==> config.mk <==
export PLATFORM = sky130hd
export DESIGN_NAME = tpd_top
export DESIGN_NICKNAME = d
export VERILOG_FILES = /design/src/rtl/tpd_pkg.sv /design/src/rtl/tpd_predictor.sv /design/src/rtl/tpd_sync.sv /design/src/rtl/tpd_errcnt.sv /design/src/rtl/tpd_top.sv
export SDC_FILE = /design/constraint.sdc
export NUM_CORES = 1
export LEC_CHECK = 0
export BUFFER_PORTS_ARGS = -buffer_cell sky130_fd_sc_hd__buf_2
export CAP_MARGIN = 5
export CELL_PAD_IN_SITES_DETAIL_PLACEMENT = 1
export CELL_PAD_IN_SITES_GLOBAL_PLACEMENT = 2
export CORE_ASPECT_RATIO = 0.7
export CORE_MARGIN = 8
export CORE_UTILIZATION = 37
export DETAILED_ROUTE_END_ITERATION = 10
export PLACE_DENSITY = 0.92
export SYNTH_ARGS = -nofsm -noshare
export SYNTH_HDL_FRONTEND = slang
export SYNTH_SLANG_ARGS = --single-unit
==> constraint.sdc <==
create_clock -name clk -period 5.4 [get_ports clk]
set_input_delay 0 -clock clk [delete_from_list [all_inputs] [get_ports clk]]
set_output_delay 0 -clock clk [all_outputs]
set_load 0.01 [all_outputs]
==> src/rtl/tpd_pkg.sv <==
package tpd_pkg;

  typedef enum logic [3:0] {
    PAT_ONES    = 4'd0,
    PAT_QRSS    = 4'd1,
    PAT_P5      = 4'd2,
    PAT_P6      = 4'd3,
    PAT_P9_INV  = 4'd4,
    PAT_P9      = 4'd5,
    PAT_P11     = 4'd6,
    PAT_P11_REV = 4'd7,
    PAT_P15     = 4'd8,
    PAT_P20_A   = 4'd9,
    PAT_P20_B   = 4'd10,
    PAT_P23     = 4'd11,
    PAT_ALT     = 4'd12
  } pat_e;

  // Taps are shift-register positions, where position 0 holds the newest bit.
  typedef struct packed {
    logic       inv;
    logic [4:0] tap_a;
    logic [4:0] tap_b;
  } tap_t;

  function automatic tap_t mk_tap(logic [4:0] a, logic [4:0] b, logic inv);
    tap_t t;
    t.inv   = inv;
    t.tap_a = a;
    t.tap_b = b;
    return t;
  endfunction

  function automatic tap_t tap_of(logic [3:0] code);
    case (code)
      PAT_QRSS:    return mk_tap(5'd19, 5'd16, 1'b0);
      PAT_P5:      return mk_tap(5'd4,  5'd2,  1'b0);
      PAT_P6:      return mk_tap(5'd5,  5'd4,  1'b0);
      PAT_P9_INV:  return mk_tap(5'd8,  5'd4,  1'b1);
      PAT_P9:      return mk_tap(5'd8,  5'd4,  1'b0);
      PAT_P11:     return mk_tap(5'd10, 5'd8,  1'b0);
      PAT_P11_REV: return mk_tap(5'd10, 5'd1,  1'b0);
      PAT_P15:     return mk_tap(5'd14, 5'd13, 1'b0);
      PAT_P20_A:   return mk_tap(5'd19, 5'd2,  1'b0);
      PAT_P20_B:   return mk_tap(5'd19, 5'd16, 1'b0);
      PAT_P23:     return mk_tap(5'd22, 5'd17, 1'b0);
      default:     return mk_tap(5'd0,  5'd0,  1'b0);
    endcase
  endfunction

endpackage

==> src/rtl/tpd_predictor.sv <==
module tpd_predictor
  import tpd_pkg::*;
#(
  parameter int SR_W     = 23,
  parameter int ZRUN_MAX = 14
) (
  input  logic       clk,
  input  logic       rst_n,
  input  logic [3:0] code,
  input  logic       shift_en,
  input  logic       locked,
  input  logic       in_bit,
  output logic       exp_bit
);
  localparam int ZW = $clog2(ZRUN_MAX + 1);

  logic [SR_W-1:0] sr;
  logic [ZW-1:0]   zrun;
  tap_t            tp;
  logic            raw;
  logic            gen_bit;
  logic            store;

  always_comb begin
    tp  = tap_of(code);
    raw = sr[tp.tap_a] ^ sr[tp.tap_b];
    case (code)
      PAT_ALT:  exp_bit = ~sr[0];
      PAT_QRSS: exp_bit = raw | (zrun == ZW'(ZRUN_MAX));
      PAT_P5, PAT_P6, PAT_P9_INV, PAT_P9, PAT_P11, PAT_P11_REV,
      PAT_P15, PAT_P20_A, PAT_P20_B, PAT_P23:
                exp_bit = raw ^ tp.inv;
      default:  exp_bit = 1'b1;
    endcase
    // The zero-limited sequence keeps raw generator bits, not line bits.
    gen_bit = (code == PAT_QRSS) ? raw : exp_bit;
    store   = locked ? gen_bit : in_bit;
  end

  always_ff @(posedge clk) begin
    if (!rst_n) begin
      sr   <= '0;
      zrun <= '0;
    end else if (shift_en) begin
      sr <= {sr[SR_W-2:0], store};
      if (store)                        zrun <= '0;
      else if (zrun != ZW'(ZRUN_MAX))   zrun <= zrun + ZW'(1);
    end
  end

endmodule

==> src/rtl/tpd_sync.sv <==
module tpd_sync #(
  parameter int SYNC_RUN  = 64,
  parameter int WIN_LEN   = 64,
  parameter int LOSS_ERRS = 16
) (
  input  logic clk,
  input  logic rst_n,
  input  logic restart,
  input  logic chk,
  input  logic mism,
  output logic locked
);
  localparam int RUN_W = $clog2(SYNC_RUN);
  localparam int WIN_W = $clog2(WIN_LEN);
  localparam int ERR_W = $clog2(LOSS_ERRS + 1);

  logic [RUN_W-1:0] run;
  logic [WIN_W-1:0] win;
  logic [ERR_W-1:0] werr;
  logic [ERR_W-1:0] werr_n;

  assign werr_n = werr + ERR_W'(mism);

  always_ff @(posedge clk) begin
    if (!rst_n || restart) begin
      locked <= 1'b0;
      run    <= '0;
      win    <= '0;
      werr   <= '0;
    end else if (chk) begin
      if (!locked) begin
        if (mism) begin
          run <= '0;
        end else if (run == RUN_W'(SYNC_RUN - 1)) begin
          locked <= 1'b1;
          run    <= '0;
          win    <= '0;
          werr   <= '0;
        end else begin
          run <= run + RUN_W'(1);
        end
      end else if (werr_n == ERR_W'(LOSS_ERRS)) begin
        locked <= 1'b0;
        run    <= '0;
      end else if (win == WIN_W'(WIN_LEN - 1)) begin
        win  <= '0;
        werr <= '0;
      end else begin
        win  <= win + WIN_W'(1);
        werr <= werr_n;
      end
    end
  end

endmodule

==> src/rtl/tpd_errcnt.sv <==
module tpd_errcnt #(
  parameter int BYTE_W = 8
) (
  input  logic              clk,
  input  logic              rst_n,
  input  logic              inc,
  input  logic              clr,
  input  logic              rd_lo,
  output logic [2*BYTE_W-1:0] count,
  output logic [2*BYTE_W-1:0] snap
);
  localparam int CNT_W = 2 * BYTE_W;
  localparam logic [CNT_W-1:0] MAXV = '1;

  always_ff @(posedge clk) begin
    if (!rst_n) begin
      count <= '0;
      snap  <= '0;
    end else begin
      if (clr)                       count <= '0;
      else if (inc && count != MAXV) count <= count + CNT_W'(1);
      if (rd_lo)                     snap  <= count;
    end
  end

endmodule

==> src/rtl/tpd_top.sv <==
module tpd_top
  import tpd_pkg::*;
#(
  parameter int SR_W      = 23,
  parameter int ZRUN_MAX  = 14,
  parameter int SYNC_RUN  = 64,
  parameter int WIN_LEN   = 64,
  parameter int LOSS_ERRS = 16,
  parameter int BYTE_W    = 8
) (
  input  logic              clk,
  input  logic              rst_n,
  input  logic              in_valid,
  input  logic              in_bit,
  output logic              in_ready,
  input  logic              frame_slot,
  input  logic [3:0]        pat_sel,
  input  logic              framed,
  input  logic              cnt_clear,
  input  logic              rd_lo,
  output logic              sync,
  output logic              bit_err,
  output logic [BYTE_W-1:0] cnt_lo,
  output logic [BYTE_W-1:0] cnt_hi
);
  localparam int CNT_W = 2 * BYTE_W;

  logic [4:0]       cfg_q;
  logic             restart;
  logic             chk;
  logic             exp_bit;
  logic             mism;
  logic             err_d;
  logic [CNT_W-1:0] err_count;
  logic [CNT_W-1:0] err_snap;

  assign in_ready = 1'b1;
  assign restart  = ({pat_sel, framed} != cfg_q);
  assign chk      = in_valid & ~(framed & frame_slot);
  assign mism     = chk & (in_bit != exp_bit);
  assign err_d    = mism & sync & ~restart;

  always_ff @(posedge clk) begin
    if (!rst_n) begin
      cfg_q   <= '0;
      bit_err <= 1'b0;
    end else begin
      cfg_q   <= {pat_sel, framed};
      bit_err <= err_d;
    end
  end

  tpd_predictor #(.SR_W(SR_W), .ZRUN_MAX(ZRUN_MAX)) u_pred (
    .clk(clk), .rst_n(rst_n), .code(pat_sel), .shift_en(chk),
    .locked(sync), .in_bit(in_bit), .exp_bit(exp_bit)
  );

  tpd_sync #(.SYNC_RUN(SYNC_RUN), .WIN_LEN(WIN_LEN), .LOSS_ERRS(LOSS_ERRS)) u_sync (
    .clk(clk), .rst_n(rst_n), .restart(restart), .chk(chk),
    .mism(mism), .locked(sync)
  );

  tpd_errcnt #(.BYTE_W(BYTE_W)) u_cnt (
    .clk(clk), .rst_n(rst_n), .inc(err_d), .clr(cnt_clear),
    .rd_lo(rd_lo), .count(err_count), .snap(err_snap)
  );

  assign cnt_lo = err_snap[BYTE_W-1:0];
  assign cnt_hi = err_snap[CNT_W-1:BYTE_W];

endmodule

==> flow_summary.toml <==
[global_routing]
use_met2_pct = 26.6
first_global_vias = 4385
grt_use_met3_pct = 3.43
grt_overflow_total = 0
grt.busiest_layer = "met2"
grt_max_degree = 48
met1_usage_pct = 25.0
grt_pass1_wl_mm = 23.3
track_usage_pct = 17.4
antenna_found_initial = 0

[clocking]
cts.htree.levels = 3
cts-root-buf = "clkbuf_16"
postCtsSetupBuffers = 0
cts.sinks = 83
cts_tree = "yes"
cts_made_buffers = 9
clkTransAtPathRegs_ns = 0.07
clock_path_buffers = 2
insertion_delay_ns = 0.35

[floorplanning]
die-height_um = 110
start_util_pct = 37.8
core_um2 = 12400
pin_count = 31
die_w_um = 151
dieArea_um2 = 16600
rows = 34

[worst_setup_path]
crit_type = "input pin to flop"
cp_max_fo = 8
end_kind = "flop"
cp_data_arrival_time_ns = 5.37
start_kind = "input pin"
worstPathRequired_ns = 5.69

[sta]
fin_skew_ns = 0.0105
worst_slew_pin_slew_ns = 1.23
fin_hold_ws_ns = 0.0239
slew_viol_final = 0
fmax_mhz = 197
fin_crit_sh_pct = 94.1
min_period_ns = 5.08
setup_viol = 0
slew-limit-headroom_pct = 17.5
hold_viol = 0

[cells_and_area]
nets = 617
layoutNonFillerInstCount = 761
antennaDiodeCount = 0
fill_cells = 1504
area_growth_pct = 12.3
drive_gt1_share_pct = 13.0
fin_util_pct = 42.5
multi_input_area_um2 = 2800
seq_area_um2 = 1660
stdcell_area_um2 = 5280

[synthesis]
ys_seq_elements = 83
synthTopCellsByArea = "dfxtp_1, nand2_1, mux2i_1"
ys_warn_count = 0
synth_top_area_share_pct = 35.4
synth-edff-count = 0
synth_cell_types = 68
synth_common_cells = "nand2_1, dfxtp_1, a21oi_1, nor2_1, nand3_1"
yosys_most_used_dff = "dfxtp_1"
synth_area_um2 = 4700
ys_async_sr_fraction_pct = 0
postSynthCellCount = 583
seq_area_frac_synth_pct = 35.4
avgSynthCellArea_um2 = 8.06
yosysMostFrequentCell = "nand2_1"
synth_largest_area_cell = "dfxtp_1"
synth_fp_nets = 606

[detailed_routing]
via_count = 4440
vias_per_cell = 5.83
drt_iter0_drc = 358
ant_nets = 0
drc = 0
drt-pass1-iter-count = 4
wl_per_cell_um = 18.9
routed_wl_mm = 14.4

[power_and_ir_drop]
p_leak_uw = 0.00189
power_density_nw_per_um2 = 277
ir_drop_v = 0.000170
finalPower_uw = 1460

[place]
gp_congestion = 0.840
port_buffers = 29
placedCellCount = 742
hpwl_mm = 10.1
postPlaceCellArea_um2 = 4900

[run_status]
status = "completed"

[hold_path]
hp-class = "input pin to flop"

[flow_run]
maxCapViolations = 0
-- critical path: stages --
cell and delay, ns:
dlygate4sd3_1 0.52, buf_2 0.16, inv_1 0.09, ha_1 0.41
nor3b_4 0.31, or2_4 0.24, a211oi_1 0.08, o311a_1 0.38
or4_4 0.53, o211ai_1 0.22, o2111a_1 0.25, and2_4 0.15
inv_2 0.08, ha_1 0.21, ha_1 0.24, nand2_1 0.09
a21oi_1 0.04, o21ai_0 0.24, nand2_1 0.16, nor2_2 0.21
nand2_1 0.22, nor3b_2 0.28, o21a_1 0.14, o31a_1 0.13
-- flip-flops by register name, summed over array words and instances (netlist names) --
register	flops
u_sync.win	6
cfg_q	5
u_cnt.count	16
u_sync.werr	5
bit_err	1
u_sync.locked	1
u_pred.sr	23
u_cnt.snap	16
u_sync.run	6
u_pred.zrun	4
-- layout make-up --
class | count | share of cell area [%]
tap | 162 | 3.84
clock inverter | 7 | 1.92
sequential | 83 | 31.5
inverter | 18 | 1.28
multi-input combinational | 445 | 53.2
clock buffer | 9 | 4.27
timing repair buffer | 37 | 4.03
-- kinds of logic after synthesis --
| family | after synthesis | synth area share (%) |
|---|---|---|
| muxes | 32 | 7.19 |
| and+or+nand+nor | 253 | 26.9 |
| xor gates and xnor gates | 8 | 1.49 |
| adders and majority gates | 11 | 2.93 |
| AOI/OAI and AO/OA | 140 | 20.6 |
| buffers and inverters | 55 | 5.43 |
| other | 1 | 0.0798 |
| DFF | 83 | 35.4 |
-- cells in the final DEF (no fill, tap or decap), types with 11 or more instances in the layout --
cell type  instances
inv_1             17
o21ai_0           12
nand2_1           85
buf_2             29
nor2_1            43
nor3_1            13
mux2i_1           27
dfxtp_1           83
nand3_1           30
a21oi_1           51
and3_1            14
ha_1              11
-- worst paths after layout --
path / end / slack (ns) / cells after the start / from
worst max-delay path: u_sync.win[3] / 0.32 / 24 / pat_sel[0]
worst min-delay path: cfg_q[0] / 0.02 / 2 / rst_n
worst max register to register: u_sync.win[3] / 1.07 / 20 / u_pred.sr[1]
worst min register to register: u_pred.sr[22] / 0.47 / 2 / u_pred.sr[22]
-- power breakdown --
group	internal, uW	leakage, uW	total (uW)	switching, uW
clock	409	0.000158	686	276
combinational	50.5	0.00106	158	107
sequential	616	0.000670	619	3.47
total	1080	0.00189	1460	387
-- through the flow --
stage / setup TNS, ns / setup slack [ns]
floorplan: 0 / 0.697
global placement: 0 / 0.481
detailed placement: 0 / 0.220
CTS: 0 / 0.152
global route: -0.0235 / -0.0235
finish: 0 / 0.317
-- per-layer routing --
layer,up-vias,share of wire [%]
met5,-,0
met4,0,0.71
met3,10,3.9
met2,68,45
met1,2229,51
li1,2133,-
-- repair_timing --
action                                  4_1_cts  5_1_grt
hold buffers                                  3        0
hold endpoints to repair                      5        0
endpoints found under the setup margin        0       10
resized for setup                             0        4
No activity file was read; power rests on OpenSTA's default activity.
